==> src/rtl/clksyn_pkg.sv <==
package clksyn_pkg;

   typedef enum logic [1:0] {
      MODE_PLAIN  = 2'b00,
      MODE_SPREAD = 2'b01,
      MODE_EXTBYP = 2'b10,
      MODE_OSCBYP = 2'b11
   } clk_mode_e;

   // loop divider source: oscillator bypass uses the reference pulse
   function automatic logic loop_src(clk_mode_e m, logic vco, logic refp);
      return (m == MODE_OSCBYP) ? refp : vco;
   endfunction

   // output divider source per mode
   function automatic logic out_src(clk_mode_e m, logic vco, logic tst, logic refp);
      case (m)
         MODE_EXTBYP: return tst;
         MODE_OSCBYP: return refp;
         default:     return vco;
      endcase
   endfunction

endpackage

==> src/rtl/clksyn_mreg.sv <==
module clksyn_mreg #(
   parameter int M_W      = 9,
   parameter int LOCK_MIN = 250,
   parameter int LOCK_MAX = 511
) (
   input  logic           clk,
   input  logic           rst,
   input  logic           load_n,
   input  logic [M_W-1:0] m_in,
   output logic [M_W-1:0] m_value,
   output logic           lock_ok
);

   logic [M_W-1:0] hold_q;
   logic [31:0]    m_wide;

   initial begin
      assert (M_W >= 1 && M_W <= 31) else $error("M_W out of range");
      assert (LOCK_MIN <= LOCK_MAX) else $error("lock span empty");
   end

   always_ff @(posedge clk) begin
      if (rst)          hold_q <= '0;
      else if (!load_n) hold_q <= m_in;
   end

   assign m_value = load_n ? hold_q : m_in;
   assign m_wide  = 32'(m_value);
   assign lock_ok = (m_wide >= 32'(LOCK_MIN)) && (m_wide <= 32'(LOCK_MAX));

   AST_HOLD_STABLE: assert property (@(posedge clk) disable iff (rst)
      load_n |=> (load_n -> $stable(m_value)));

   AST_PASS_THROUGH: assert property (@(posedge clk) disable iff (rst)
      !load_n |=> (load_n -> (m_value == $past(m_in))));

endmodule

==> src/rtl/clksyn_refdiv.sv <==
module clksyn_refdiv #(
   parameter int REF_DIV = 16
) (
   input  logic clk,
   input  logic rst,
   input  logic osc_en,
   output logic ref_pulse
);

   localparam int CNT_W = (REF_DIV > 2) ? $clog2(REF_DIV) : 1;
   localparam logic [CNT_W-1:0] LAST = CNT_W'(REF_DIV - 1);
   localparam bit   POW2 = ((REF_DIV & (REF_DIV - 1)) == 0);

   logic [CNT_W-1:0] cnt_q;
   logic             term;

   initial assert (REF_DIV >= 2) else $error("REF_DIV must be at least 2");

   assign term = osc_en && (cnt_q == LAST);

   generate
      if (POW2) begin : g_wrap
         always_ff @(posedge clk) begin
            if (rst)         cnt_q <= '0;
            else if (osc_en) cnt_q <= cnt_q + 1'b1;
         end
      end else begin : g_cmp
         always_ff @(posedge clk) begin
            if (rst)         cnt_q <= '0;
            else if (term)   cnt_q <= '0;
            else if (osc_en) cnt_q <= cnt_q + 1'b1;
         end
      end
   endgenerate

   always_ff @(posedge clk) begin
      if (rst) ref_pulse <= 1'b0;
      else     ref_pulse <= term;
   end

   AST_REF_SINGLE: assert property (@(posedge clk) disable iff (rst)
      ref_pulse |=> !ref_pulse);

   AST_REF_CAUSE: assert property (@(posedge clk) disable iff (rst)
      ref_pulse |-> $past(osc_en));

endmodule

==> src/rtl/clksyn_loopdiv.sv <==
module clksyn_loopdiv #(
   parameter int M_W = 9
) (
   input  logic           clk,
   input  logic           rst,
   input  logic           src_pulse,
   input  logic [M_W-1:0] m_value,
   output logic           fb_pulse
);

   logic [M_W-1:0] cnt_q;
   logic [M_W:0]   next_cnt;
   logic           term;

   assign next_cnt = {1'b0, cnt_q} + 1'b1;
   assign term     = next_cnt >= {1'b0, m_value};

   always_ff @(posedge clk) begin
      if (rst) begin
         cnt_q    <= '0;
         fb_pulse <= 1'b0;
      end else begin
         fb_pulse <= src_pulse && term;
         if (src_pulse) cnt_q <= term ? '0 : next_cnt[M_W-1:0];
      end
   end

   AST_FB_CAUSE: assert property (@(posedge clk) disable iff (rst)
      fb_pulse |-> $past(src_pulse));

   AST_FB_RESTART: assert property (@(posedge clk) disable iff (rst)
      fb_pulse |-> (cnt_q == '0));

endmodule

==> src/rtl/clksyn_outdiv.sv <==
module clksyn_outdiv #(
   parameter int HALF_LO = 1,
   parameter int HALF_HI = 2
) (
   input  logic clk,
   input  logic rst,
   input  logic src_pulse,
   input  logic sel_hi,
   output logic out_clk
);

   localparam int H_W = $clog2(HALF_HI + 1);

   logic [H_W-1:0] cnt_q;
   logic [H_W:0]   next_cnt;
   logic [H_W:0]   half;
   logic           ratio_q;
   logic           term;

   initial assert (HALF_LO >= 1 && HALF_HI >= HALF_LO) else $error("bad half periods");

   assign half     = ratio_q ? (H_W+1)'(HALF_HI) : (H_W+1)'(HALF_LO);
   assign next_cnt = {1'b0, cnt_q} + 1'b1;
   assign term     = src_pulse && (next_cnt >= half);

   always_ff @(posedge clk) begin
      if (rst) begin
         cnt_q   <= '0;
         out_clk <= 1'b0;
         ratio_q <= 1'b0;
      end else if (src_pulse) begin
         if (term) begin
            cnt_q   <= '0;
            out_clk <= !out_clk;
            if (out_clk) ratio_q <= sel_hi;
         end else begin
            cnt_q <= next_cnt[H_W-1:0];
         end
      end
   end

   AST_OUT_TOGGLE_SRC: assert property (@(posedge clk) disable iff (rst)
      !$stable(out_clk) |-> $past(src_pulse));

   AST_RATIO_AT_FALL: assert property (@(posedge clk) disable iff (rst)
      !$stable(ratio_q) |-> $fell(out_clk));

endmodule

==> src/rtl/clksyn_divctl.sv <==
module clksyn_divctl
   import clksyn_pkg::*;
#(
   parameter int M_W      = 9,
   parameter int REF_DIV  = 16,
   parameter int LOCK_MIN = 250,
   parameter int LOCK_MAX = 511
) (
   input  logic           clk,
   input  logic           rst,
   input  logic           osc_en,
   input  logic           vco_en,
   input  logic           test_en,
   input  logic [M_W-1:0] m_in,
   input  logic           load_n,
   input  logic           div_sel,
   input  logic [1:0]     mode,
   output logic           ref_pulse,
   output logic           fb_pulse,
   output logic           out_clk,
   output logic [M_W-1:0] m_value,
   output logic           lock_ok,
   output logic           ssc_on
);

   clk_mode_e mode_e;
   logic      lsrc;
   logic      osrc;
   logic      sel_hi;

   assign mode_e = clk_mode_e'(mode);
   assign ssc_on = (mode_e == MODE_SPREAD);
   assign lsrc   = loop_src(mode_e, vco_en, ref_pulse);
   assign osrc   = out_src(mode_e, vco_en, test_en, ref_pulse);
   assign sel_hi = (mode_e == MODE_OSCBYP) ? 1'b0 : div_sel;

   clksyn_mreg #(.M_W(M_W), .LOCK_MIN(LOCK_MIN), .LOCK_MAX(LOCK_MAX)) u_mreg (
      .clk(clk), .rst(rst), .load_n(load_n), .m_in(m_in),
      .m_value(m_value), .lock_ok(lock_ok)
   );

   clksyn_refdiv #(.REF_DIV(REF_DIV)) u_refdiv (
      .clk(clk), .rst(rst), .osc_en(osc_en), .ref_pulse(ref_pulse)
   );

   clksyn_loopdiv #(.M_W(M_W)) u_loopdiv (
      .clk(clk), .rst(rst), .src_pulse(lsrc), .m_value(m_value), .fb_pulse(fb_pulse)
   );

   clksyn_outdiv #(.HALF_LO(1), .HALF_HI(2)) u_outdiv (
      .clk(clk), .rst(rst), .src_pulse(osrc), .sel_hi(sel_hi), .out_clk(out_clk)
   );

   AST_RESET_QUIET: assert property (@(posedge clk)
      $past(rst) |-> (!ref_pulse && !fb_pulse && !out_clk));

   AST_OSCBYP_FB: assert property (@(posedge clk) disable iff (rst)
      (fb_pulse && $past(mode_e == MODE_OSCBYP)) |-> $past(ref_pulse));

endmodule

==> config.mk <==
export PLATFORM = sky130hd
export DESIGN_NAME = clksyn_divctl
export DESIGN_NICKNAME = d
export VERILOG_FILES = /design/src/rtl/clksyn_pkg.sv /design/src/rtl/clksyn_mreg.sv /design/src/rtl/clksyn_refdiv.sv /design/src/rtl/clksyn_loopdiv.sv /design/src/rtl/clksyn_outdiv.sv /design/src/rtl/clksyn_divctl.sv
export SDC_FILE = /design/constraint.sdc
export NUM_CORES = 1
export LEC_CHECK = 0
export ABC_AREA = 1
export CAP_MARGIN = 5
export CELL_PAD_IN_SITES_DETAIL_PLACEMENT = 1
export CELL_PAD_IN_SITES_GLOBAL_PLACEMENT = 1
export CORE_UTILIZATION = 39
export CTS_BUF_LIST = sky130_fd_sc_hd__clkbuf_8
export DETAILED_ROUTE_END_ITERATION = 12
export DONT_BUFFER_PORTS = 1
export HOLD_SLACK_MARGIN = 0.08
export PLACE_DENSITY = 0.8
export SETUP_SLACK_MARGIN = 0.1
export SKIP_LAST_GASP = 1
export SYNTH_ARGS = -nofsm -noshare
export SYNTH_HDL_FRONTEND = slang
export SYNTH_HIERARCHICAL = 1
export SYNTH_SLANG_ARGS = --single-unit
==> constraint.sdc <==
create_clock -name clk -period 4.7 [get_ports clk]
set_input_delay 0.94 -clock clk [delete_from_list [all_inputs] [get_ports clk]]
set_output_delay 0.94 -clock clk [all_outputs]
set_load 0.01 [all_outputs]
==> impl_metrics.env <==
export IMPL_pwr_density_cell_mw_per_mm2=278
export IMPL_holdWs_ns=0.467
export IMPL_hold_depth=2
export IMPL_vias_per_cell=5.03
export IMPL_synth_avg_cell_area_um2=6.96
export IMPL_placementRows=24
export IMPL_portBuffers=0
export IMPL_relSlewSlack_pct=75.1
export IMPL_grt_pass1_wl_mm=6.52
export IMPL_synth_edf_count=0
export IMPL_design_die_area_mm2=0.00477
export IMPL_hpwl_mm=2.84
export IMPL_antenna_found_initial=0
export IMPL_drtIter0Drc=73
export IMPL_fin_crit_ns=2.57
export IMPL_cts_sinks=28
export IMPL_p_total_uw=514
export IMPL_crit_path_max_fanout=11
export IMPL_num_fill_cells=566
export IMPL_maxCapViolCount=0
export IMPL_fin_crit_sh_pct=54.6
export IMPL_netlist_top_cells_area="dfxtp_1 32%, nand2_1 15%, ha_1 9.3%, inv_1 7.5%, a21oi_1 6.3%"
export IMPL_cts_tree="yes"
export IMPL_setup_viol=0
export IMPL_synth_most_common_cell="nand2_1"
export IMPL_worstRegToRegCells=13
export IMPL_worstSetupEndpointType="output port"
export IMPL_outcome="completed"
export IMPL_rsz0062_at_grt="no"
export IMPL_critPathLaunch="load_n"
export IMPL_hold_violations=0
export IMPL_fp_dieW_um=69.0
export IMPL_fin_nets=284
export IMPL_synth_top_cell_area_share_pct=32.0
export IMPL_fp_dieH_um=69.0
export IMPL_cts_root_buf="clkbuf_8"
export IMPL_start_kind="input port"
export IMPL_synthFlopType="dfxtp_1"
export IMPL_hp_class="reg2reg"
export IMPL_gp_congestion=0.700
export IMPL_cts_buffers=3
export IMPL_worstReg2RegStart="u_loopdiv/cnt_q[0]$_SDFFE_PP0P_"
export IMPL_drc=0
export IMPL_synth_common_cells="72 x nand2_1, 35 x inv_1, 28 x dfxtp_1, 22 x a21oi_1, 20 x nor2_1"
export IMPL_min_to="u_mreg/hold_q[2]$_SDFF_PP0_"
export IMPL_p_leak_nw=0.876
export IMPL_syn_inst=252
export IMPL_min_from="u_mreg/hold_q[2]$_SDFF_PP0_"
export IMPL_io_pins=32
export IMPL_wl_per_cell_um=12.3
export IMPL_grt_usage_pct=16.4
export IMPL_grt_pass1_vias=1551
export IMPL_cp_required_ns=3.76
export IMPL_r2r_end="u_loopdiv/cnt_q[3]$_SDFFE_PP0P_"
export IMPL_dr_pass1_iters=4
export IMPL_htree_levels=1
export IMPL_design_area_mm2=0.00185
export IMPL_grt_overflow=0
export IMPL_crit_type="in2out"
export IMPL_cts_repair_resized=0
export IMPL_vias=1524
export IMPL_worstMarginPinSlew_ns=0.370
export IMPL_antenna_cells=0
export IMPL_ant_nets=0
export IMPL_area_delta_synth_final_pct=5.57
export IMPL_clk_latency_ns=0.28
export IMPL_final_seq_area_um2=561
export IMPL_layout_drive_gt1_share_pct=11.6
export IMPL_synthDistinctLibCells=31
export IMPL_grt_max_degree=24
export IMPL_max_freq_mhz=390
export IMPL_syn_cell_area_mm2=0.00175
export IMPL_async_flop_share_pct=0
export IMPL_netlist_top_cell_by_area="dfxtp_1"
export IMPL_ir_drop_mv=0.165
export IMPL_reg2reg_setup_slack_ns=2.51
export IMPL_ys_warn_count=6
export IMPL_synth_nets=284
export IMPL_clk_pin_slew_ns=0.10
export IMPL_dpl_cell_area_mm2=0.00178
export IMPL_ys_ff_latch=28
export IMPL_critPathArrivalTime_ns=1.63
export IMPL_core_area_mm2=0.00432
export IMPL_post_cts_repair_setup_buffers=0
export IMPL_initial_core_util_pct=40.5
export IMPL_cts_hold_buf=0
export IMPL_fin_worst_skew_ns=0.00518
export IMPL_multiInputGateArea_mm2=0.00101
export IMPL_wirelength_mm=3.73
export IMPL_clockBufferDepth=2
export IMPL_ys_seq_area_share_pct=32.0
export IMPL_slew_violations=0
export IMPL_fin_setup_tns_ns=0
==> power breakdown <==
group	internal, mW	switching (mW)
Clock	0.114	0.0795
Combinational	0.0226	0.0444
Sequential	0.247	0.00709
Total	0.383	0.131
==> final cells by class <==
class	instances	share of cell area, %
Multi-Input combinational cell	181	54.6
Inverter	38	7.71
Clock inverter	1	1.62
Sequential cell	28	30.3
Clock buffer	3	2.23
Tap cell	52	3.52
==> state kept, by name (all words and copies together) (netlist names) <==
register,cells
u_loopdiv/cnt_q,9
u_loopdiv/fb_pulse,1
u_mreg/hold_q,9
u_outdiv/cnt_q,2
u_outdiv/out_clk,1
u_outdiv/ratio_q,1
u_refdiv/cnt_q,4
u_refdiv/ref_pulse,1
==> per-stage QoR <==
stage / instances / utilization [%] / worst slack, ns
after global placement: 299 / 41.1 / 2.15
after global routing: 303 / 42.8 / 2.03
after CTS: 303 / 42.8 / 2.12
after detailed placement: 299 / 41.1 / 2.12
final: 303 / 42.8 / 2.13
after floorplan: 252 / - / 2.25
==> logic make-up (layout without fill, tap and decap cells) <==
group	count (synthesis)	in the layout	share of synthesized area, %
AOI/OAI and AO/OA	29	29	8.99
xor gates and xnor gates	2	2	1.43
adders and majority gates	14	14	10.4
buffers and inverters	43	42	10.3
DFF	28	28	32.0
and+or+nand+nor	136	136	36.8
==> how the worst max path moves through the flow <==
stage	to	slack, ns	depth (start not counted)
global route	lock_ok	2.03	7
finish	lock_ok	2.13	7
CTS	lock_ok	2.12	7
detailed placement	u_loopdiv/cnt_q[0]$_SDFFE_PP0P_	2.12	11
global placement	lock_ok	2.15	7
floorplan	lock_ok	2.25	7
==> worst max-delay path: stages <==
cell and delay [ns]:
inv_2 0.09, nand2_1 0.08, nand2_1 0.15, nor2_1 0.08, nor2_1 0.10, nand2_1 0.06, nand2_1 0.11
==> layout by cell type (no fill, tap or decap), drive strengths merged, types with 3 or more instances in the layout <==
cell / n
o21ai: 4
nand3: 6
dfxtp: 28
nand4: 11
clkbuf: 3
nand2: 88
nand3b: 3
nor2: 25
inv: 36
ha: 13
a21oi: 22
==> metal layers <==
metal	track usage [%]	up-vias	routed length [um]
li1	-	786	-
met1	18.8	714	1690
met2	30.3	22	1860
met3	4.53	2	157
met4	2.72	0	15
met5	0	-	0
(Power assumes the default switching activity.)
